### src/rtl/bpt_pkg.sv
package bpt_pkg;
    typedef enum logic {
        PH_LOW  = 1'b0,
        PH_HIGH = 1'b1
    } rate_phase_t;

    typedef enum logic [1:0] {
        IRQ_OFF     = 2'd0,
        IRQ_ARMED   = 2'd1,
        IRQ_PENDING = 2'd2
    } irq_state_t;
endpackage

### src/rtl/bpt_rate_gen.sv
module bpt_rate_gen
    import bpt_pkg::*;
#(
    parameter int DIV_W    = 21,
    parameter int DEF_HALF = 2604
) (
    input  logic             clk,
    input  logic             rst_n,
    input  logic             div_we,
    input  logic [DIV_W-1:0] div_val,
    output logic             rate_clk,
    output logic             rise_evt,
    output logic             fall_evt
);
    localparam logic [DIV_W-1:0] RESET_HALF = DIV_W'(DEF_HALF);
    localparam logic [DIV_W-1:0] ONE        = DIV_W'(1);

    rate_phase_t      phase_q, phase_d;
    logic [DIV_W-1:0] half_q;
    logic [DIV_W-1:0] cnt_q;
    logic [DIV_W-1:0] lim_m1;
    logic             tick;

    assign lim_m1 = (half_q == '0) ? '0 : (half_q - ONE);
    assign tick   = !div_we && (cnt_q >= lim_m1);

    always_comb begin
        phase_d = phase_q;
        unique case (phase_q)
            PH_LOW:  if (tick) phase_d = PH_HIGH;
            PH_HIGH: if (tick) phase_d = PH_LOW;
            default: phase_d = PH_LOW;
        endcase
    end

    always_ff @(posedge clk or negedge rst_n) begin
        if (!rst_n) begin
            phase_q <= PH_LOW;
            half_q  <= RESET_HALF;
            cnt_q   <= '0;
        end else begin
            phase_q <= phase_d;
            if (div_we) begin
                half_q <= div_val;
                cnt_q  <= '0;
            end else if (tick) begin
                cnt_q <= '0;
            end else begin
                cnt_q <= cnt_q + ONE;
            end
        end
    end

    always_comb begin
        rate_clk = (phase_q == PH_HIGH);
        rise_evt = tick && (phase_q == PH_LOW);
        fall_evt = tick && (phase_q == PH_HIGH);
    end


    cnt_bound_chk: assert property (@(posedge clk) disable iff (!rst_n)
        cnt_q <= lim_m1);


    phase_step_chk: assert property (@(posedge clk) disable iff (!rst_n)
        !$stable(phase_q) |-> ($past(cnt_q) == $past(lim_m1)) && !$past(div_we));
endmodule

### src/rtl/bpt_irq_fsm.sv
module bpt_irq_fsm
    import bpt_pkg::*;
(
    input  logic clk,
    input  logic rst_n,
    input  logic irq_en,
    input  logic fall_evt,
    input  logic clr_acc,
    output logic irq_req
);
    irq_state_t state_q, state_d;

    always_comb begin
        state_d = state_q;
        unique case (state_q)
            IRQ_OFF: begin
                if (irq_en) state_d = fall_evt ? IRQ_PENDING : IRQ_ARMED;
            end
            IRQ_ARMED: begin
                if (!irq_en)       state_d = IRQ_OFF;
                else if (fall_evt) state_d = IRQ_PENDING;
            end
            IRQ_PENDING: begin
                if (!irq_en)                   state_d = IRQ_OFF;
                else if (clr_acc && !fall_evt) state_d = IRQ_ARMED;
            end
            default: state_d = IRQ_OFF;
        endcase
    end

    always_ff @(posedge clk or negedge rst_n) begin
        if (!rst_n) state_q <= IRQ_OFF;
        else        state_q <= state_d;
    end

    always_comb begin
        irq_req = (state_q == IRQ_PENDING);
    end


    pending_hold_chk: assert property (@(posedge clk) disable iff (!rst_n)
        (irq_req && irq_en && !clr_acc) |=> irq_req);


    fall_sets_chk: assert property (@(posedge clk) disable iff (!rst_n)
        (irq_en && fall_evt) |=> irq_req);


    off_clear_chk: assert property (@(posedge clk) disable iff (!rst_n)
        !irq_en |=> !irq_req);
endmodule

### src/rtl/bpt_tx_buf.sv
module bpt_tx_buf (
    input  logic clk,
    input  logic rst_n,
    input  logic irq_en,
    input  logic put_acc,
    input  logic bit_in,
    input  logic rise_evt,
    output logic txd
);
    localparam logic MARK = 1'b1;

    logic stage_q;
    logic buf_q;

    always_ff @(posedge clk or negedge rst_n) begin
        if (!rst_n) begin
            stage_q <= MARK;
            buf_q   <= MARK;
        end else if (!irq_en) begin
            stage_q <= MARK;
            buf_q   <= MARK;
        end else begin
            if (put_acc)  stage_q <= bit_in;
            if (rise_evt) buf_q   <= stage_q;
        end
    end

    assign txd = buf_q;


    mark_idle_chk: assert property (@(posedge clk) disable iff (!rst_n)
        !irq_en |=> txd);


    buf_hold_chk: assert property (@(posedge clk) disable iff (!rst_n)
        (irq_en && !rise_evt) |=> $stable(txd));
endmodule

### src/rtl/bpt_serial_tx.sv
module bpt_serial_tx
    import bpt_pkg::*;
#(
    parameter int DIV_W    = 21,
    parameter int DEF_HALF = 2604
) (
    input  logic             clk,
    input  logic             rst_n,
    input  logic             sel,
    input  logic             put_stb,
    input  logic             bus_bit0,
    input  logic             clr_irq,
    input  logic             div_we,
    input  logic [DIV_W-1:0] div_val,
    input  logic             irq_en,
    output logic             rate_clk,
    output logic             irq_req,
    output logic             txd
);
    logic rise_evt;
    logic fall_evt;
    logic put_acc;
    logic clr_acc;

    assign put_acc = sel && put_stb;
    assign clr_acc = sel && clr_irq;

    bpt_rate_gen #(
        .DIV_W    (DIV_W),
        .DEF_HALF (DEF_HALF)
    ) u_rate (
        .clk      (clk),
        .rst_n    (rst_n),
        .div_we   (div_we),
        .div_val  (div_val),
        .rate_clk (rate_clk),
        .rise_evt (rise_evt),
        .fall_evt (fall_evt)
    );

    bpt_irq_fsm u_irq (
        .clk      (clk),
        .rst_n    (rst_n),
        .irq_en   (irq_en),
        .fall_evt (fall_evt),
        .clr_acc  (clr_acc),
        .irq_req  (irq_req)
    );

    bpt_tx_buf u_buf (
        .clk      (clk),
        .rst_n    (rst_n),
        .irq_en   (irq_en),
        .put_acc  (put_acc),
        .bit_in   (bus_bit0),
        .rise_evt (rise_evt),
        .txd      (txd)
    );


    rise_only_chk: assert property (@(posedge clk) disable iff (!rst_n)
        (irq_en && !rise_evt) |=> $stable(txd));
endmodule

### config.mk
export PLATFORM = sky130hd
export DESIGN_NAME = bpt_serial_tx
export DESIGN_NICKNAME = d
export VERILOG_FILES = /design/src/rtl/bpt_pkg.sv /design/src/rtl/bpt_rate_gen.sv /design/src/rtl/bpt_irq_fsm.sv /design/src/rtl/bpt_tx_buf.sv /design/src/rtl/bpt_serial_tx.sv
export SDC_FILE = /design/constraint.sdc
export NUM_CORES = 1
export LEC_CHECK = 0
export ABC_CLOCK_PERIOD_IN_PS = 5900
export BUFFER_PORTS_ARGS = -buffer_cell sky130_fd_sc_hd__buf_2
export CORE_MARGIN = 2
export CORE_UTILIZATION = 50
export DETAILED_ROUTE_END_ITERATION = 8
export GPL_TIMING_DRIVEN = 0
export PLACE_DENSITY_LB_ADDON = 0.15
export SLEW_MARGIN = 15
export SYNTH_ARGS = -nofsm -noshare
export SYNTH_HDL_FRONTEND = slang
export SYNTH_HIERARCHICAL = 1
export SYNTH_SLANG_ARGS = --single-unit
### constraint.sdc
create_clock -name clk -period 5.9 [get_ports clk]
set_input_delay 1.18 -clock clk [delete_from_list [all_inputs] [get_ports clk]]
set_output_delay 1.18 -clock clk [all_outputs]
set_load 0.05 [all_outputs]
-- Word-level counts from Yosys, hierarchy flattened
Cells that the tools add are included.
- bits in registers: 47
- bits of input ports: 29
- output and inout port bits: 3
- word-level logic and storage cells: 45
- add/sub/neg operators: 2
- $lt $le $gt $ge: 1
- equal/unequal tests: 7
- muxes and demuxes: 17
- bitwise gates (word level): 1
- reduce and logical (&&, ||, !) cells: 11
- operators with widths (cell ; count):
    21-bit 2-to-1 mux ; 3
    21-bit by 1-bit adder with 21-bit output (second input constant) ; 1
    21-bit >= comparator ; 1
    21-bit zero test ; 1
    21-bit by 1-bit subtractor with 21-bit output (second input constant) ; 1
    2-bit 2-to-1 mux ; 6
    1-bit logical AND ; 6
    1-bit 2-to-1 mux ; 6
    3-bit by 2-bit != test with 1-bit output (second input constant) ; 2
    2-bit one-hot mux with 3 select lines ; 1
    2-bit by 1-bit != test with 1-bit output (second input constant) ; 2
    3-bit AND reduction ; 1
    2-bit by 1-bit == test with 1-bit output (second input constant) ; 1
    2-bit == test (second input constant) ; 1
    1-bit zero test ; 2
    2-bit zero test ; 1
    2-bit != test (second input constant) ; 1
    1-bit one-hot mux with 2 select lines ; 1
    1-bit NOT ; 1

-- Depth between registers and ports, before layout
- depth in word-level cells: 10
- depth in mapped cells: 16
- depth with buffers taken out: 15

-- By module
Netlist, hierarchy kept.
- by module, submodules not included (module ; times used ; cells each ; area each (µm²) ; sequential area each (µm²)):
    bpt_rate_gen ; 1 ; 286 ; 2776.4 ; 1082.3
    bpt_irq_fsm ; 1 ; 9 ; 98.8 ; 50.0
    bpt_tx_buf ; 1 ; 6 ; 80.1 ; 52.6
    bpt_serial_tx ; 1 ; 2 ; 12.5 ; 0.0

-- Worst setup path before layout
Ideal clock, no wire load.
- path kind: register to register
- start point: register u_rate.half_q[7]
- end point: register u_irq.state_q[0]
- library setup time: 73 ps
- arrival: 3544 ps
- path slack: 2283 ps
- stages on the path, launching flop included: 16
- clock period less this slack: 3617 ps
- cell sequence: dfrtp_1 or4_4 or3_4 nor4_4 nand3_4 buf_6 nand2_1 ha_1 a21oi_1 nand2_1 a2111o_1 a21oi_1 o22ai_1 ha_1 or2b_1 a21oi_2
- longest elaborated chain between the ends: 9
- elaborated cells on any way between the ends: 14
- classes of those cells: 1 x add/sub; 1 x order compare; 2 x eq/ne; 4 x mux; 6 x reduce/logical
- RTL lines (what ; line ; source):
    start: declaration ; bpt_rate_gen.sv:19 ; logic [DIV_W-1:0] half_q;
    start signal: assignment ; bpt_rate_gen.sv:44 ; half_q <= div_val;
    21-bit by 1-bit subtractor with 21-bit output or 21-bit zero test (tied branches) ; bpt_rate_gen.sv:24 ; assign lim_m1 = (half_q == '0) ? '0 : (half_q - ONE);
    21-bit 2-to-1 mux * ; bpt_rate_gen.sv:24 ;
    21-bit >= comparator * ; bpt_rate_gen.sv:25 ; assign tick = !div_we && (cnt_q >= lim_m1);
    1-bit logical AND * ; bpt_rate_gen.sv:25 ;
    1-bit logical AND * ; bpt_rate_gen.sv:57 ; fall_evt = tick && (phase_q == PH_HIGH);
    named net fall_evt ; bpt_serial_tx.sv:21 ; logic fall_evt;
    1-bit zero test ; bpt_irq_fsm.sv:25 ; else if (clr_acc && !fall_evt) state_d = IRQ_ARMED;
    1-bit logical AND ; bpt_irq_fsm.sv:25 ;
    3-bit by 2-bit != test with 1-bit output (no line) ; n/a ;
    3-bit AND reduction (no line) ; n/a ;
    end signal: assignment ; bpt_irq_fsm.sv:33 ; else state_q <= state_d;
    end: declaration ; bpt_irq_fsm.sv:11 ; irq_state_t state_q, state_d;
The timed path passes the listed nets; every way through them passes the cells marked *. The select of a mux whose other input is x is not followed.
A chain may end at the register's enable or synchronous reset.

-- Final worst setup path
- start point: register u_rate.half_q[7]
- end point: register u_rate.cnt_q[18]
- longest elaborated chain between the ends: 6
- elaborated cells on any way between the ends: 7
- classes of those cells: 1 x add/sub; 1 x order compare; 3 x mux; 2 x reduce/logical
- RTL lines (what ; line ; source):
    21-bit by 1-bit subtractor with 21-bit output or 21-bit zero test (tied branches) ; bpt_rate_gen.sv:24 ;
    21-bit 2-to-1 mux * ; bpt_rate_gen.sv:24 ;
    21-bit >= comparator * ; bpt_rate_gen.sv:25 ;
    1-bit logical AND * ; bpt_rate_gen.sv:25 ;
    21-bit 2-to-1 mux * ; bpt_rate_gen.sv:46 ; end else if (tick) begin
    21-bit 2-to-1 mux * ; bpt_rate_gen.sv:43 ; if (div_we) begin
    end signal: assignment ; bpt_rate_gen.sv:49 ; cnt_q <= cnt_q + ONE;
    end: declaration ; bpt_rate_gen.sv:20 ; logic [DIV_W-1:0] cnt_q;
Mark *: on every way between the ends. The rest lies on a longest branch, timed or not.

==> flow_metrics.env <==
export IMPL_avgRoutedWirePerCell_um=13.4
export IMPL_reg2reg_slack_ns=1.96
export IMPL_crit_fanout=10
export IMPL_wl_mm=5.59
export IMPL_cts_tree="yes"
export IMPL_reg2reg_from="u_rate/half_q[7]"
export IMPL_fillers=561
export IMPL_nets=394
export IMPL_ant_nets=0
export IMPL_avgSynthCellArea_um2=9.79
export IMPL_tns_ns=0
export IMPL_crit_type="flip-flop to flip-flop"
export IMPL_insertedDiodeCount=0
export IMPL_ioPinCount=32
export IMPL_num_rows=28
export IMPL_tightest_slew_ns=0.897
export IMPL_drive_above_1_share_pct=20.5
export IMPL_start_util_pct=51.0
export IMPL_clkPwrFrac_pct=29.7
export IMPL_cts_made_buffers=5
export IMPL_dieArea_mm2=0.00657
export IMPL_crit_family="simple AND/OR/NAND/NOR gates"
export IMPL_grt_pass1_vias=2090
export IMPL_outcome="finished, final reports clean"
export IMPL_syn_to_final_growth_pct=11.4
export IMPL_rsz0062_at_grt="no"
export IMPL_cts_buffer_depth=2
export IMPL_dr_pass1_iters=4
export IMPL_p_per_area_mw_per_mm2=201
export IMPL_pwr_share_seq_pct=54.7
export IMPL_async_flop_share_pct=100
export IMPL_synthMuxAreaShare_pct=8.18
export IMPL_port_buffers=30
export IMPL_synth_nets=357
export IMPL_vias_per_cell=5.31
export IMPL_synth_top_area_share_pct=33.7
export IMPL_antenna_found_initial=0
export IMPL_core_mm2=0.00582
export IMPL_crit_end="u_rate/cnt_q[18]"
export IMPL_p_sw_share_pct=26.8
export IMPL_cp_depth=12
export IMPL_post_cts_buffers=0
export IMPL_dieHeight_um=81.0
export IMPL_finalHoldViolCount=0
export IMPL_cp_end_kind="flip-flop"
export IMPL_yosysWarnings=6
export IMPL_cts_hold_buffers=0
export IMPL_synth_flop_cell="dfrtp_1"
export IMPL_finalSetupViolCount=0
export IMPL_drv_slew=0
export IMPL_yosys_top_cells_area="dfrtp_1, ha_1, mux2_2, xor2_1, dfstp_2"
export IMPL_crit_top_cell="nand2_1"
export IMPL_crit_required_ns=6.07
export IMPL_drt_iter0_drc=113
export IMPL_dpl_instance_area_mm2=0.00321
export IMPL_grt_pass1_wl_mm=9.81
export IMPL_synth_compound_area_share_pct=5.65
export IMPL_die_width_um=81.0
export IMPL_cts_resized=0
export IMPL_period_share_pct=66.7
export IMPL_ys_types=41
export IMPL_r2r_cells=12
export IMPL_grt_overflow_total=0
export IMPL_max_stage_delay_ns=0.57
export IMPL_ys_ff_latch=47
export IMPL_dp_hpwl_mm=4.43
export IMPL_synth_xor_area_share_pct=10.3
export IMPL_startpoint="u_rate/half_q[7]"
export IMPL_synth_cells=303
export IMPL_grt_total_usage_pct=19.6
export IMPL_vias=2209
export IMPL_leakagePower_nw=1.52
export IMPL_arrival_ns=4.10
export IMPL_comb_power_share_pct=15.6
export IMPL_yosys_area_share_adder_pct=10.5
export IMPL_cts_root_buffer="clkbuf_8"
export IMPL_synth_top_family_by_area="simple AND/OR/NAND/NOR gates"
export IMPL_insertion_delay_ns=0.30
export IMPL_hold_class="flip-flop to flip-flop"
export IMPL_crit_slowest_cell="or4_4"
export IMPL_synth_edff_count=0
export IMPL_p_int_mw=0.486
export IMPL_yosys_area_share_simple_pct=23.0
export IMPL_synth_largest_area_cell="dfrtp_1"
export IMPL_slew_headroom_pct=39.7
export IMPL_critPathBufInv=1
export IMPL_cp_start_kind="flip-flop"
export IMPL_htree_levels=2
export IMPL_numClockSinks=47
export IMPL_rr_endpoint="u_rate/cnt_q[18]"
export IMPL_remaining_drc_errors=0
export IMPL_vdd_drop_max_mv=0.152
export IMPL_synthTopCellsByCount="dfrtp_1, nand2_1, nor3_1"
export IMPL_clock_fmax_mhz=254
export IMPL_fin_skew_ns=0.00818
export IMPL_grt_start_max_net_pins=48
export IMPL_path_clk_slew_ns=0.08
export IMPL_cp_cell_sequence="or4_4, or3_4, nor4_4, nor3b_2, mux2i_1, ha_1, nand2_1, nor4_1, nand2_1, o211ai_1, clkbuf_1, nor3_1"
export IMPL_design_area_mm2=0.00331
export IMPL_p_switching_mw=0.178
export IMPL_syn_area_mm2=0.00297
export IMPL_fin_crit_ns=3.94
export IMPL_yosysSeqAreaShare_pct=39.9
export IMPL_gp_congestion=0.779
export IMPL_yosysMostFrequentCell="dfrtp_1"
export IMPL_cap_viol_max_count=0
sequential cells by signal (all words and copies together), names as in the netlist:
| register | count |
|---|---|
| u_buf/stage_q | 1 |
| u_buf/txd | 1 |
| u_irq/state_q | 2 |
| u_rate/cnt_q | 21 |
| u_rate/half_q | 21 |
| u_rate/rate_clk | 1 |
stage by stage:
stage                     util, %  hold slack (ns)  worst slack [ns]  instances  power (mW)
final                        56.8            0.490              1.96        416       0.664
after global routing         56.8            0.528              1.67        416       0.705
after CTS                    56.8            0.488              1.92        416       0.672
after detailed placement     55.2            0.479              1.93        408       0.473
after global placement       55.2            0.462              1.95        408       0.470
after floorplan                 -            0.449              2.28        303       0.438
placed cells by master (no fill, tap or decap), types with 8 or more instances in the layout:
cell      Yosys  routed
clkbuf_1      7       8
nand2_1      39      39
dfrtp_1      40      40
nor3_1       28      28
buf_2         0      29
inv_1         9       9
a21oi_1      12      12
ha_1         25      25
mux2_2       18      18
nand3_1      10      10
nand4_1       8       8
xor2_1       23      23
nor2_1       14      14
xnor2_1      12      12
power by group through the flow:
stage / registers [mW] / logic (mW) / clock network [mW]
floorplan: 0.365 / 0.0737 / 0
global placement: 0.368 / 0.102 / 0
detailed placement: 0.369 / 0.104 / 0
CTS: 0.363 / 0.105 / 0.204
global route: 0.366 / 0.120 / 0.219
finish: 0.363 / 0.104 / 0.197
layout make-up:
type	count	area (um^2)	share of cell area (%)
Inverter	9	33.8	1.02
Clock inverter	1	5.00	0.151
Buffer	8	37.5	1.14
Sequential cell	47	1180	35.8
Multi-Input combinational cell	239	1710	51.8
Clock buffer	7	86.3	2.61
Timing Repair Buffer	30	153	4.62
Tap cell	75	93.8	2.84
worst reg2reg max path, cell delays in order, from the launching register on:
cell and delay, ns:
dfrtp_1 0.44, or4_4 0.57, or3_4 0.39, nor4_4 0.32, nor3b_2 0.26, mux2i_1 0.11, ha_1 0.30, nand2_1 0.07
nor4_1 0.44, nand2_1 0.10, o211ai_1 0.27, clkbuf_1 0.41, nor3_1 0.12
cells by family after synthesis:
group                    count (synthesis)
AND/OR/NAND/NOR                        129
adder cells (fa/ha/maj)                 25
XOR/XNOR                                35
AO/OA/AOI/OAI                           28
flip-flops                              47
multiplexers                            22
buffers and inverters                   17
worst min path at each step:
| stage | from | end | slack (ns) | cells after the start |
|---|---|---|---|---|
| 5_1_grt | u_irq/state_q[1] | u_irq/state_q[0] | 0.53 | 1 |
| 3_3_place_gp | u_irq/state_q[1] | u_irq/state_q[0] | 0.46 | 1 |
| 3_5_place_dp | u_irq/state_q[1] | u_irq/state_q[0] | 0.48 | 1 |
| 2_1_floorplan | u_irq/state_q[1] | u_irq/state_q[0] | 0.45 | 1 |
| 4_1_cts | u_irq/state_q[1] | u_irq/state_q[0] | 0.49 | 1 |
| 6_report | u_irq/state_q[1] | u_irq/state_q[0] | 0.49 | 1 |
per-layer routing:
layer	track usage, %	share of wire [%]	vias up
li1	-	-	1147
met1	26.7	49	1028
met2	31.3	47	27
met3	4.00	2.9	7
met4	6.10	1.5	0
met5	0	0	-
(Power assumes the default switching activity.)
